--- config.mk ---
export PLATFORM = sky130hd
export DESIGN_NAME = desc_xfer_seq
export DESIGN_NICKNAME = d
export VERILOG_FILES = /design/src/rtl/dxs_pkg.sv /design/src/rtl/dxs_desc_regs.sv /design/src/rtl/dxs_walker.sv /design/src/rtl/desc_xfer_seq.sv
export SDC_FILE = /design/constraint.sdc
export NUM_CORES = 1
export LEC_CHECK = 0
export BUFFER_PORTS_ARGS = -buffer_cell sky130_fd_sc_hd__buf_2
export CAP_MARGIN = 10
export CORE_ASPECT_RATIO = 1.1
export CORE_MARGIN = 8
export CORE_UTILIZATION = 54
export DETAILED_ROUTE_END_ITERATION = 16
export PLACE_DENSITY = 0.86
export SYNTH_ARGS = -nofsm -noshare
export SYNTH_HDL_FRONTEND = slang
export SYNTH_SLANG_ARGS = --single-unit
--- constraint.sdc ---
create_clock -name clk -period 3.94 [get_ports clk]
set_input_delay 0.197 -clock clk [delete_from_list [all_inputs] [get_ports clk]]
set_output_delay 0.197 -clock clk [all_outputs]
set_load 0.02 [all_outputs]
--- src/rtl/dxs_pkg.sv ---
package dxs_pkg;
  localparam int DW = 16;

  // control-byte bit positions
  localparam int CTL_HALF  = 0;
  localparam int CTL_SINC  = 1;
  localparam int CTL_DINC  = 2;
  localparam int CTL_CHAIN = 3;

  typedef enum logic [3:0] {
    ST_IDLE, ST_VEC, ST_LOAD, ST_D0, ST_D1, ST_D2, ST_D3, ST_D4,
    ST_RD, ST_WR, ST_WB0, ST_WB1, ST_WB2, ST_DONE
  } st_e;

  // block-size byte to unit count, 00h standing for 256
  function automatic logic [8:0] unit_total(input logic [7:0] blk);
    return (blk == 8'h00) ? 9'd256 : {1'b0, blk};
  endfunction

  // advance an address by one unit when incrementing is selected
  function automatic logic [15:0] next_addr(input logic [15:0] a,
                                            input logic inc,
                                            input logic half);
    if (!inc) return a;
    return a + (half ? 16'd2 : 16'd1);
  endfunction
endpackage

--- src/rtl/dxs_desc_regs.sv ---
module dxs_desc_regs
  import dxs_pkg::*;
(
  input  logic          clk,
  input  logic          rst_n,
  input  logic          cap_cb,
  input  logic          cap_cr,
  input  logic          cap_sa,
  input  logic          cap_da,
  input  logic [DW-1:0] rdata,
  output logic [7:0]    ctrl,
  output logic [7:0]    blk,
  output logic [7:0]    cnt,
  output logic [7:0]    rld,
  output logic [15:0]   sa,
  output logic [15:0]   da
);
  always_ff @(posedge clk or negedge rst_n) begin
    if (!rst_n) begin
      ctrl <= '0; blk <= '0; cnt <= '0; rld <= '0; sa <= '0; da <= '0;
    end else begin
      if (cap_cb) begin ctrl <= rdata[7:0]; blk <= rdata[15:8]; end
      if (cap_cr) begin cnt  <= rdata[7:0]; rld <= rdata[15:8]; end
      if (cap_sa) sa <= rdata;
      if (cap_da) da <= rdata;
    end
  end
endmodule

--- src/rtl/dxs_walker.sv ---
module dxs_walker
  import dxs_pkg::*;
(
  input  logic        clk,
  input  logic        rst_n,
  input  logic        load,
  input  logic        step,
  input  logic        half,
  input  logic        sinc,
  input  logic        dinc,
  input  logic [7:0]  blk,
  input  logic [15:0] sa_in,
  input  logic [15:0] da_in,
  output logic [15:0] cur_sa,
  output logic [15:0] cur_da,
  output logic        last_unit
);
  logic [8:0] left;

  always_ff @(posedge clk or negedge rst_n) begin
    if (!rst_n) begin
      cur_sa <= '0; cur_da <= '0; left <= '0;
    end else if (load) begin
      cur_sa <= sa_in;
      cur_da <= da_in;
      left   <= unit_total(blk);
    end else if (step) begin
      cur_sa <= next_addr(cur_sa, sinc, half);
      cur_da <= next_addr(cur_da, dinc, half);
      left   <= left - 9'd1;
    end
  end

  assign last_unit = (left == 9'd1);
endmodule

--- src/rtl/desc_xfer_seq.sv ---
module desc_xfer_seq
  import dxs_pkg::*;
#(
  parameter int BASE_W     = 8,
  parameter int LOW_W      = 8,
  parameter int NDESC      = 24,
  parameter int DESC_BYTES = 8,
  parameter int DESC_OFS   = 64
) (
  input  logic                    clk,
  input  logic                    rst_n,
  input  logic                    start,
  input  logic [LOW_W-1:0]        src_num,
  input  logic [BASE_W-1:0]       base_hi,
  output logic                    busy,
  output logic                    done,
  output logic                    irq,
  output logic                    err,
  output logic                    mem_req,
  output logic                    mem_we,
  output logic                    mem_half,
  output logic [BASE_W+LOW_W-1:0] mem_addr,
  output logic [DW-1:0]           mem_wdata,
  input  logic [DW-1:0]           mem_rdata,
  output logic [7:0]              dsc_ctrl,
  output logic [7:0]              dsc_blk,
  output logic [7:0]              dsc_cnt,
  output logic [7:0]              dsc_rld,
  output logic [15:0]             dsc_src,
  output logic [15:0]             dsc_dst,
  input  logic [7:0]              upd_cnt,
  input  logic [15:0]             upd_src,
  input  logic [15:0]             upd_dst
);
  localparam logic [LOW_W-1:0] LAST_LOW = LOW_W'(DESC_OFS + (NDESC - 1) * DESC_BYTES);
  localparam logic [LOW_W-1:0] SLOT     = LOW_W'(DESC_BYTES);

  st_e               st;
  logic [BASE_W-1:0] base_q;
  logic [LOW_W-1:0]  src_q;
  logic [LOW_W-1:0]  dlo;
  logic              first_q, term_q, err_q;

  // named internal events, observed by the checker
  logic data_rd, data_wr, wb_first, walk_load, last_unit;
  logic [15:0] cur_sa, cur_da;

  assign data_rd   = (st == ST_RD);
  assign data_wr   = (st == ST_WR);
  assign wb_first  = (st == ST_WB0);
  assign walk_load = (st == ST_D4);

  dxs_desc_regs u_regs (
    .clk(clk), .rst_n(rst_n),
    .cap_cb(st == ST_D1), .cap_cr(st == ST_D2),
    .cap_sa(st == ST_D3), .cap_da(st == ST_D4),
    .rdata(mem_rdata),
    .ctrl(dsc_ctrl), .blk(dsc_blk), .cnt(dsc_cnt), .rld(dsc_rld),
    .sa(dsc_src), .da(dsc_dst)
  );

  dxs_walker u_walk (
    .clk(clk), .rst_n(rst_n),
    .load(walk_load), .step(data_wr),
    .half(dsc_ctrl[CTL_HALF]), .sinc(dsc_ctrl[CTL_SINC]), .dinc(dsc_ctrl[CTL_DINC]),
    .blk(dsc_blk), .sa_in(dsc_src), .da_in(mem_rdata),
    .cur_sa(cur_sa), .cur_da(cur_da), .last_unit(last_unit)
  );

  // sequence control
  always_ff @(posedge clk or negedge rst_n) begin
    if (!rst_n) begin
      st <= ST_IDLE; base_q <= '0; src_q <= '0; dlo <= '0;
      first_q <= 1'b0; term_q <= 1'b0; err_q <= 1'b0;
    end else begin
      case (st)
        ST_IDLE: if (start) begin
          base_q <= base_hi; src_q <= src_num;
          first_q <= 1'b1; term_q <= 1'b0; err_q <= 1'b0;
          st <= ST_VEC;
        end
        ST_VEC:  st <= ST_LOAD;
        ST_LOAD: begin dlo <= mem_rdata[LOW_W-1:0]; st <= ST_D0; end
        ST_D0:   st <= ST_D1;
        ST_D1:   st <= ST_D2;
        ST_D2:   st <= ST_D3;
        ST_D3:   st <= ST_D4;
        ST_D4:   st <= ST_RD;
        ST_RD:   st <= ST_WR;
        ST_WR:   st <= last_unit ? ST_WB0 : ST_RD;
        ST_WB0: begin
          if (first_q) term_q <= (dsc_cnt == 8'h01);
          st <= ST_WB1;
        end
        ST_WB1:  st <= ST_WB2;
        ST_WB2: begin
          first_q <= 1'b0;
          if (!dsc_ctrl[CTL_CHAIN]) st <= ST_DONE;
          else if (dlo == LAST_LOW) begin err_q <= 1'b1; st <= ST_DONE; end
          else begin dlo <= dlo + SLOT; st <= ST_D0; end
        end
        default: st <= ST_IDLE;
      endcase
    end
  end

  // bus drive
  always_comb begin
    mem_req = 1'b0; mem_we = 1'b0; mem_half = 1'b0;
    mem_addr = '0; mem_wdata = '0;
    case (st)
      ST_VEC: begin mem_req = 1'b1; mem_addr = {base_q, src_q}; end
      ST_D0, ST_D1, ST_D2, ST_D3: begin
        mem_req = 1'b1; mem_half = 1'b1;
        mem_addr = {base_q, dlo + LOW_W'(2 * (int'(st) - int'(ST_D0)))};
      end
      ST_RD: begin
        mem_req = 1'b1; mem_half = dsc_ctrl[CTL_HALF]; mem_addr = cur_sa;
      end
      ST_WR: begin
        mem_req = 1'b1; mem_we = 1'b1; mem_half = dsc_ctrl[CTL_HALF];
        mem_addr = cur_da; mem_wdata = mem_rdata;
      end
      ST_WB0: begin
        mem_req = 1'b1; mem_we = 1'b1;
        mem_addr = {base_q, dlo + LOW_W'(2)}; mem_wdata = {8'h00, upd_cnt};
      end
      ST_WB1: begin
        mem_req = 1'b1; mem_we = 1'b1; mem_half = 1'b1;
        mem_addr = {base_q, dlo + LOW_W'(4)}; mem_wdata = upd_src;
      end
      ST_WB2: begin
        mem_req = 1'b1; mem_we = 1'b1; mem_half = 1'b1;
        mem_addr = {base_q, dlo + LOW_W'(6)}; mem_wdata = upd_dst;
      end
      default: ;
    endcase
  end

  assign busy = (st != ST_IDLE);
  assign done = (st == ST_DONE);
  assign irq  = done & term_q;
  assign err  = done & err_q;
endmodule

==> impl_metrics.json <==
{
  "arrival_ns": 3.42,
  "syn_area_per_cell_sq_um": 9.92,
  "p_sw_mw": 3.74,
  "critPathMaxStageDelay_ns": 0.45,
  "cp_cell_sequence": "inv_1 > ha_1 > and3_1 > nor2_1 > nand2_1 > ha_1 > fa_1 > a211oi_2 > o21bai_1 > a21oi_1 > xnor2_1 > o221ai_1 > buf_2",
  "run_status": "completed",
  "grt_pass1_vias": 6721,
  "regArea_sq_mm": 0.00340,
  "intPower_mw": 4.55,
  "start_util_pct": 55.5,
  "portBuffers": 177,
  "cts-root-buf": "clkbuf_16",
  "worstSetupEndpointType": "output port",
  "first_iter_violations": 693,
  "synthFlopType": "dfrtp_1",
  "core_area_sq_mm": 0.0133,
  "max_cap_viol_count": 0,
  "ys_ff_latch": 136,
  "worst_pin_slew_ns": 1.02,
  "seq_area_frac_synth_pct": 46.3,
  "min_period_ns": 3.62,
  "grt.overflow.total": 0,
  "whs_ns": 0.0110,
  "clk_pin_slew_ns": 0.06,
  "syn_nets": 839,
  "rsz0062_at_grt": "false",
  "clk-insertion-delay-late_ns": 0.42,
  "wirelength_microns": 22800,
  "p_sw_share_pct": 45.2,
  "power_frac_clock_pct": 17.2,
  "numClockSinks": 136,
  "relSlewSlack_pct": 32.1,
  "num-nets-final": 1007,
  "die_x_microns": 127,
  "pre_cts_ws_ns": 0.703,
  "drc_errors": 0,
  "setup.worst_path.class": "reg -> out",
  "grt_max_degree": 114,
  "finalPower_mw": 8.29,
  "cts_setup_buffers": 0,
  "fin_tns_setup_ns": 0,
  "crit_slowest_cell": "fa_1",
  "area_growth_pct": 21.8,
  "power_density_mw_per_mm2": 926,
  "row_count": 44,
  "multi_input_area_sq_mm": 0.00366,
  "period_share_pct": 91.8,
  "synthCells": 742,
  "crit_path_start_kind": "flip-flop",
  "drtAntennaViolNets": 0,
  "gp_congestion": 0.912,
  "place_hpwl_microns": 16400,
  "yosysUniqueCellTypes": 63,
  "fmax_ghz": 0.277,
  "fillers": 1081,
  "timing.final.setup_violations": 0,
  "final-max-slew-violation-count": 0,
  "ys_async_sr_fraction_pct": 100,
  "antenna_cells": 0,
  "viasPerCell": 6.08,
  "mostFrequentLayoutCell": "buf_2",
  "setup_ws_ns": 0.325,
  "worstHoldPathType": "in -> reg",
  "antenna_found_initial": 0,
  "grt_pass1_wl_microns": 36100,
  "globalRouteTotalUtil_pct": 26.1,
  "die-area_sq_mm": 0.0176,
  "ys_top_cells_by_area": "dfrtp_1 46%, mux2_2 10%, nand2_1 6.5%, ha_1 3.2%, a22oi_1 2.9%",
  "crit_fanout": 10,
  "final_hold_viol_count": 0,
  "syn_area_sq_mm": 0.00736,
  "cp.required_ns": 3.74,
  "p_seq_share_pct": 33.8,
  "cts_buffers": 17,
  "layout_common_cells": "176 x buf_2, 135 x dfrtp_1, 128 x nand2_1",
  "synth_edf_count": 0,
  "leakagePower_nw": 4.21,
  "vias": 6728,
  "floorplan.die.height_microns": 138,
  "dr.pass1.iters": 6,
  "clockBufferDepth": 2,
  "ios": 178,
  "htree_levels": 4,
  "cp_common_cell": "ha_1",
  "final_core_utilization_pct": 67.5,
  "synth_largest_area_cell": "dfrtp_1",
  "cts_tree": "done",
  "power_frac_comb_pct": 49.0,
  "synth_top_area_share_pct": 46.3,
  "synth_warnings": 0,
  "final_layout_size_suffix_gt1_share_pct": 31.5,
  "vdd_drop_max_uv": 415,
  "wire_per_inst_microns": 20.6,
  "skew_ns": 0.00608
}
sequential cells by signal (all words and copies together), names as in the netlist, 4 cells and up:
register and count:
u_regs.cnt 8, u_walk.left 9, u_regs.blk 8, u_regs.ctrl 8, st 4, u_walk.cur_sa 16, u_regs.rld 8, u_regs.da 16
dlo 8, u_regs.sa 16, base_q 8, u_walk.cur_da 16, src_q 8
routing by layer:
metal  vias to the layer above  share of wire (%)  global-route usage, %
li1                       3048                  -                      -
met1                      3299                 39                   31.5
met2                       334                 48                   41.9
met3                        47                9.3                   8.08
met4                         0                3.1                   11.5
met5                         -                  0                      0
critical path, delay by kind of cell (launching register included):
| kind | cells | cell delay (ns) |
|---|---|---|
| compound gates | 4 | 0.65 |
| flops | 1 | 0.42 |
| buf+inv | 2 | 0.28 |
| simple gates | 3 | 0.53 |
| fa+ha+maj | 3 | 0.98 |
| xor+xnor | 1 | 0.14 |
power groups by stage:
stage	clock (mW)	sequential, mW	combinational, mW
after floorplan	0	2.95	2.52
after global placement	0	2.75	3.93
after detailed placement	0	2.78	4.01
after CTS	1.44	2.77	4.05
after global routing	1.50	2.90	4.42
final	1.43	2.80	4.06
cell families (layout without fill, tap and decap cells):
family	Yosys count	after routing	synth area share [%]
buffers and inverters	70	250	4.06
AND/OR/NAND/NOR	261	261	16.6
multiplexers	69	69	10.6
XOR/XNOR	17	17	2.02
adder cells (fa/ha/maj)	22	22	4.05
AO/OA/AOI/OAI	167	167	16.4
flip-flops	136	136	46.3
through the flow:
stage	std cells	area [sq um]
after floorplan	742	7360
after global placement	1067	8340
after detailed placement	1067	8340
after CTS	1106	8950
after global routing	1106	8960
final	1106	8960
timing repair:
| item | 4_1_cts | 5_1_grt |
|---|---|---|
| resized for setup | 0 | 2 |
| hold buffers | 8 | 0 |
| endpoints found under the setup margin | 0 | 1 |
| endpoints found under the hold margin | 119 | 0 |
path summary, 6_finish.rpt:
check                                    from               end  slack (ns)  cells after the start
worst min-delay path               src_num[5]          src_q[5]        0.01                      2
min in group asynchronous               rst_n     u_regs.da[11]        0.49                      2
worst max register to register          st[1]  u_walk.cur_sa[5]        1.04                      7
worst min register to register  u_regs.da[10]     u_regs.da[10]        0.47                      2
worst max-delay path                    st[0]       mem_addr[7]        0.32                     13
max in group asynchronous               rst_n          src_q[7]        2.54                      3
cell usage after synthesis, drive strengths merged (4+ instances only):
cell type	instances
o21ai	36
a221o	9
nor2	30
a21o	7
a21oi	19
a22oi	28
xnor2	13
a222oi	13
o22ai	4
nand4	6
dfrtp	136
nor3b	4
inv	26
and3	8
xor2	4
ha	19
buf	15
nand3	27
a211oi	4
o311ai	11
mux2	67
and2	10
o211ai	10
nor3	16
o221ai	5
nand2	128
or3	4
clkbuf	29
nor4	6
cell type report:
type	count	share of cell area (%)
inverters	26	1.09
flip-flops and latches	136	38.0
well taps	184	2.57
clock inverters	11	0.852
repair buffers	193	11.5
clock buffers	20	5.10
multi-input cells	536	40.9
No activity file was read; power rests on OpenSTA's default activity.
